$ cat config.mk
export PLATFORM = sky130hd
export DESIGN_NAME = cmp_timer
export DESIGN_NICKNAME = d
export VERILOG_FILES = /design/src/rtl/tmr_pkg.sv /design/src/rtl/tmr_cmp_bank.sv /design/src/rtl/tmr_ctrl.sv /design/src/rtl/tmr_counter.sv /design/src/rtl/cmp_timer.sv
export SDC_FILE = /design/constraint.sdc
export NUM_CORES = 1
export LEC_CHECK = 0
export BUFFER_PORTS_ARGS = -buffer_cell sky130_fd_sc_hd__buf_2
export CAP_MARGIN = 15
export CORE_MARGIN = 4
export CORE_UTILIZATION = 60
export CTS_BUF_LIST = sky130_fd_sc_hd__clkbuf_4
export CTS_CLUSTER_SIZE = 30
export DETAILED_ROUTE_END_ITERATION = 16
export GPL_ROUTABILITY_DRIVEN = 0
export GPL_TIMING_DRIVEN = 0
export PLACE_DENSITY = 0.82
export SLEW_MARGIN = 10
export SYNTH_ARGS = -nofsm -noshare
export SYNTH_HDL_FRONTEND = slang
export SYNTH_SLANG_ARGS = --single-unit
$ cat constraint.sdc
create_clock -name clk_i -period 3.54 [get_ports clk_i]
set_input_delay 0.531 -clock clk_i [delete_from_list [all_inputs] [get_ports clk_i]]
set_output_delay 0.531 -clock clk_i [all_outputs]
set_load 0.02 [all_outputs]
$ cat src/rtl/tmr_pkg.sv
package tmr_pkg;
  localparam int unsigned CNT_W_DEF = 32;
  localparam int unsigned N_CMP_DEF = 3;

  typedef enum logic [1:0] {
    NXT_HOLD = 2'd0,
    NXT_ZERO = 2'd1,
    NXT_INC  = 2'd2
  } nxt_e;
endpackage

$ cat src/rtl/tmr_cmp_bank.sv
module tmr_cmp_bank #(
  parameter int unsigned CNT_W = 32,
  parameter int unsigned N_CMP = 3
) (
  input  logic             clk_i,
  input  logic             rst_ni,
  input  logic [N_CMP-1:0] we_i,
  input  logic [CNT_W-1:0] wdata_i,
  input  logic [CNT_W-1:0] count_i,
  output logic [N_CMP-1:0] match_o
);
  for (genvar k = 0; k < N_CMP; k++) begin : g_ch
    logic [CNT_W-1:0] cmp_q;
    always_ff @(posedge clk_i or negedge rst_ni) begin
      if (!rst_ni)      cmp_q <= '1;
      else if (we_i[k]) cmp_q <= wdata_i;
    end
    assign match_o[k] = (count_i == cmp_q);
  end
endmodule

$ cat src/rtl/tmr_ctrl.sv
module tmr_ctrl #(
  parameter int unsigned CNT_W = 32
) (
  input  logic             clk_i,
  input  logic             rst_ni,
  input  logic             en_i,
  input  logic             free_run_i,
  input  logic             en_restart_i,
  input  logic             tick_i,
  input  logic             clr_i,
  input  logic             per_wr_i,
  input  logic             per_match_i,
  input  logic [CNT_W-1:0] count_i,
  output tmr_pkg::nxt_e    nxt_o,
  output logic             fire_o,
  output logic             wrap_o
);
  import tmr_pkg::*;

  logic en_q;
  logic en_rise, zero_req, run;

  always_ff @(posedge clk_i or negedge rst_ni) begin
    if (!rst_ni) en_q <= 1'b0;
    else         en_q <= en_i;
  end

  assign en_rise  = en_i & ~en_q;
  // restart sources take priority over a tick in the same cycle
  assign zero_req = clr_i | (en_rise & en_restart_i) | (per_wr_i & ~free_run_i);
  assign run      = en_i & tick_i & ~zero_req;

  always_comb begin
    nxt_o = NXT_HOLD;
    if (zero_req)                        nxt_o = NXT_ZERO;
    else if (run && !free_run_i && per_match_i) nxt_o = NXT_ZERO;
    else if (run)                        nxt_o = NXT_INC;
  end

  assign fire_o = run;
  assign wrap_o = run & (&count_i);
endmodule

$ cat src/rtl/tmr_counter.sv
module tmr_counter #(
  parameter int unsigned CNT_W = 32
) (
  input  logic             clk_i,
  input  logic             rst_ni,
  input  tmr_pkg::nxt_e    nxt_i,
  output logic [CNT_W-1:0] count_o
);
  import tmr_pkg::*;

  logic [CNT_W-1:0] cnt_q;

  always_ff @(posedge clk_i or negedge rst_ni) begin
    if (!rst_ni) cnt_q <= '0;
    else begin
      unique case (nxt_i)
        NXT_ZERO: cnt_q <= '0;
        NXT_INC:  cnt_q <= cnt_q + 1'b1;
        default:  cnt_q <= cnt_q;
      endcase
    end
  end

  assign count_o = cnt_q;
endmodule

$ cat src/rtl/cmp_timer.sv
module cmp_timer #(
  parameter int unsigned CNT_W = tmr_pkg::CNT_W_DEF,
  parameter int unsigned N_CMP = tmr_pkg::N_CMP_DEF
) (
  input  logic             clk_i,
  input  logic             rst_ni,
  input  logic             en_i,
  input  logic             free_run_i,
  input  logic             en_restart_i,
  input  logic             tick_i,
  input  logic             cnt_clr_i,
  input  logic [N_CMP-1:0] cmp_we_i,
  input  logic [CNT_W-1:0] cmp_wdata_i,
  output logic [CNT_W-1:0] count_o,
  output logic [N_CMP-1:0] cmp_evt_o,
  output logic             rov_evt_o
);
  import tmr_pkg::*;

  logic [N_CMP-1:0] match;
  nxt_e             nxt;
  logic             fire, wrap;
  logic [N_CMP-1:0] evt_q;
  logic             rov_q;

  tmr_cmp_bank #(.CNT_W(CNT_W), .N_CMP(N_CMP)) u_bank (
    .clk_i   (clk_i),
    .rst_ni  (rst_ni),
    .we_i    (cmp_we_i),
    .wdata_i (cmp_wdata_i),
    .count_i (count_o),
    .match_o (match)
  );

  tmr_ctrl #(.CNT_W(CNT_W)) u_ctrl (
    .clk_i        (clk_i),
    .rst_ni       (rst_ni),
    .en_i         (en_i),
    .free_run_i   (free_run_i),
    .en_restart_i (en_restart_i),
    .tick_i       (tick_i),
    .clr_i        (cnt_clr_i),
    .per_wr_i     (cmp_we_i[0]),
    .per_match_i  (match[0]),
    .count_i      (count_o),
    .nxt_o        (nxt),
    .fire_o       (fire),
    .wrap_o       (wrap)
  );

  tmr_counter #(.CNT_W(CNT_W)) u_cnt (
    .clk_i   (clk_i),
    .rst_ni  (rst_ni),
    .nxt_i   (nxt),
    .count_o (count_o)
  );

  always_ff @(posedge clk_i or negedge rst_ni) begin
    if (!rst_ni) begin
      evt_q <= '0;
      rov_q <= 1'b0;
    end else begin
      evt_q <= fire ? match : '0;
      rov_q <= wrap;
    end
  end

  assign cmp_evt_o = evt_q;
  assign rov_evt_o = rov_q;
endmodule

==> impl_metrics.tcl <==
set metrics [dict create \
    outcome "finished, final reports clean" \
    r2r-start "u_cnt.count_o[7]$_DFFE_PN0P_" \
    vias 4734 \
    slew_viol_final 0 \
    syn-num-nets 606 \
    period_share_pct 98.6 \
    p_switching_w 0.000865 \
    ys_seq_area_share_pct 50.7 \
    use_met1_pct 34.9 \
    powerDensity_nw_per_um2 418 \
    synth_edf_count 0 \
    multi_input_area_um2 3210 \
    drt-initial-drc-count 332 \
    hold_viol 0 \
    final_cells 816 \
    synth_area_leaders "dfstp_2 37%, dfrtp_1 14%, xor2_1 13%, mux2_2 13%, mux2_1 3.3%" \
    fin_area_um2 7920 \
    crit_start "u_cnt.count_o[7]$_DFFE_PN0P_" \
    drive_above_1_share_pct 51.2 \
    io_pins 78 \
    p_leak_nw 3.63 \
    placed_area_um2 7380 \
    dp.final_hpwl_um 12400 \
    yosysWarnings 0 \
    swShare_pct 26.1 \
    finalClockSkew_ns 0.0268 \
    use_met3_pct 6.71 \
    busiest_layer "met2" \
    nNetsFinal 707 \
    ir_worst_vdd_mv 0.579 \
    core_area_um2 11000 \
    slowest_delay_ns 0.42 \
    r2r_slack_ns 0.05 \
    area_delta_synth_final_pct 16.5 \
    drt_pass1_iterations 5 \
    holdWs_ns 0.0997 \
    power.share.clock_pct 34.1 \
    cp.arrival_ns 3.93 \
    ys_types 40 \
    ys.flop_type "dfstp_2" \
    routed_wl_um 17200 \
    hp-class "in2reg" \
    post-route-util_pct 72.1 \
    avgSynthCellArea_um2 12.1 \
    grt_use_met2_pct 44.4 \
    diodes 0 \
    antenna_found_initial 0 \
    syn_area_um2 6800 \
    r2r_cells 13 \
    port-buffer-count 74 \
    tightestPinTransition_ns 0.871 \
    netlist.area_leader.share_pct 37.1 \
    grt_max_degree 72 \
    regArea_um2 3450 \
    viasPerCell 5.80 \
    p_seq_share_pct 54.2 \
    routedWlPerCell_um 21.1 \
    setup_tns_ns 0 \
    maxCapViolCount 0 \
    grt-ovfl-total 0 \
    chipHeight_um 114 \
    period_needed_ns 3.49 \
    path_class "reg2reg" \
    rows 38 \
    worstSetupStartpointType "flip-flop" \
    clk_pin_slew_ns 0.13 \
    max_freq_mhz 287 \
    cts_tree "built" \
    ant_nets 0 \
    grt_pass1_vias 4863 \
    dpl.cell_count 777 \
    cts_buffers 17 \
    track_usage_pct 27.0 \
    ys_async_sr_fraction_pct 100 \
    crit_slowest_cell "dfrtp_1" \
    dieArea_um2 13100 \
    clock_latency_ns 0.57 \
    nFillCells 746 \
    clock-root-buffer "clkbuf_4" \
    cp.required_ns 3.98 \
    hold_depth 1 \
    ys_ff_latch 133 \
    critical_path.endpoint_type "flip-flop" \
    power.internal_w 0.00244 \
    cp_max_fo 7 \
    drc 0 \
    combPwrFrac_pct 11.8 \
    r2r_end "u_cnt.count_o[31]$_DFFE_PN0P_" \
    initial_core_util_pct 61.9 \
    slew_headroom_pct 42.0 \
    die_width_um 114 \
    grt_pass1_wl_um 26200 \
    cp-endpoint "u_cnt.count_o[31]$_DFFE_PN0P_" \
    yosysTopAreaCell "dfstp_2" \
    crit_chain "buf_2 -> xor2_1 -> nor4_2 -> nand3b_1 -> nor4_4 -> nor2_1 -> ha_1 -> nand4b_1 -> or2_1 -> buf_6 -> nor4_4 -> xnor2_1 -> nor2_1" \
    cts.sinks 133 \
    h-tree-depth 4 \
    finalSetupViolCount 0 \
    netlist_instances 562 \
    cts_buffer_depth 2 \
]
[stage by stage]
step           total power, W  worst slack (ns)
2_1_floorplan         0.00202             0.314
4_1_cts               0.00331            0.0404
3_5_place_dp          0.00218            -0.440
6_report              0.00331            0.0498
3_3_place_gp          0.00215            -0.397
5_1_grt               0.00343           -0.0500
[cells in the mapped netlist (2+ instances only)]
master and instances:
o21ai_0 7, buf_2 23, nor4_1 25, nor4_2 10, nand4_1 6, inv_1 5
mux2_1 20, nor3_1 15, a21o_1 4, nand3_1 10, ha_1 2, buf_4 4
nor2b_1 5, dfrtp_1 37, xnor2_1 21, buf_1 6, nand2_1 19, mux2_2 76
nor2_1 28, and3_1 4, clkbuf_1 18, or3_1 3, o31ai_1 2, and4_1 3
dfstp_2 96, xor2_1 99
[registers in the layout, summed over array words and instances, names as in the netlist]
signal / count
cmp_evt_o: 3
u_ctrl.en_q: 1
u_bank.g_ch.cmp_q: 96
rov_evt_o: 1
u_cnt.count_o: 32
[critical path: cells and delay by family (launching register included)]
kind                     cells  cell delay [ns]
XOR/XNOR                     2             0.35
flip-flops                   1             0.42
buffers and inverters        2             0.35
adder cells (fa/ha/maj)      1             0.34
AND/OR/NAND/NOR              8             1.92
[layout make-up]
class | count | share of cell area (%)
Sequential cell | 133 | 43.5
Multi-Input combinational cell | 372 | 40.5
Timing Repair Buffer | 87 | 6.43
Buffer | 47 | 3.06
Clock inverter | 15 | 2.35
Tap cell | 140 | 2.21
Clock buffer | 17 | 1.61
Inverter | 5 | 0.237
[metal layers]
layer / wire length (um) / vias up / share of wire [%]
li1: - / 2113 / -
met1: 7020 / 2378 / 41
met2: 8560 / 195 / 50
met3: 1140 / 48 / 6.6
met4: 469 / 0 / 2.7
met5: 0 / - / 0
[what timing repair did]
item / 4_1_cts / 5_1_grt
buffers inserted: 0 / 11
endpoints found under the hold margin: 20 / 0
endpoints found under the setup margin: 25 / 22
pin swaps: 0 / 12
hold buffers: 1 / 0
resized for setup: 9 / 22
[layout by cell type, fill, tap and decap left out, types with 7 or more instances in the layout]
cell and count:
o21ai_0 7, xnor2_1 21, dfrtp_1 36, nor4_1 20
nor3_1 10, clkbuf_4 17, nor2_1 27, mux2_2 76
buf_2 94, xor2_1 99, mux2_1 20, buf_4 14
nor4_2 9, clkbuf_1 11, nand2_1 19, dfstp_2 96
nand3_1 10
[cells by family after synthesis]
family / synth area share [%]
simple gates: 12.4
flops: 50.7
xor+xnor: 15.5
mux: 15.9
buf+inv: 3.90
compound gates: 1.25
fa+ha+maj: 0.368
[power groups by stage]
stage	sequential [W]	clock, W	combinational (W)
global route	0.00181	0.00121	0.000418
floorplan	0.00179	0	0.000224
global placement	0.00181	0	0.000349
finish	0.00179	0.00113	0.000389
detailed placement	0.00182	0	0.000366
CTS	0.00179	0.00114	0.000376
[worst min path at each step]
stage	start	to	slack [ns]
after floorplan	rst_ni	cmp_evt_o[0]$_DFF_PN0_	0.24
after global placement	u_bank.g_ch[1].cmp_q[10]$_DFFE_PN1P_	u_bank.g_ch[1].cmp_q[10]$_DFFE_PN1P_	0.61
after detailed placement	rst_ni	rov_evt_o$_DFF_PN0_	0.55
after CTS	en_i	u_ctrl.en_q$_DFF_PN0_	0.08
after global routing	en_i	u_ctrl.en_q$_DFF_PN0_	0.07
final	en_i	u_ctrl.en_q$_DFF_PN0_	0.1
(Power assumes the default switching activity.)
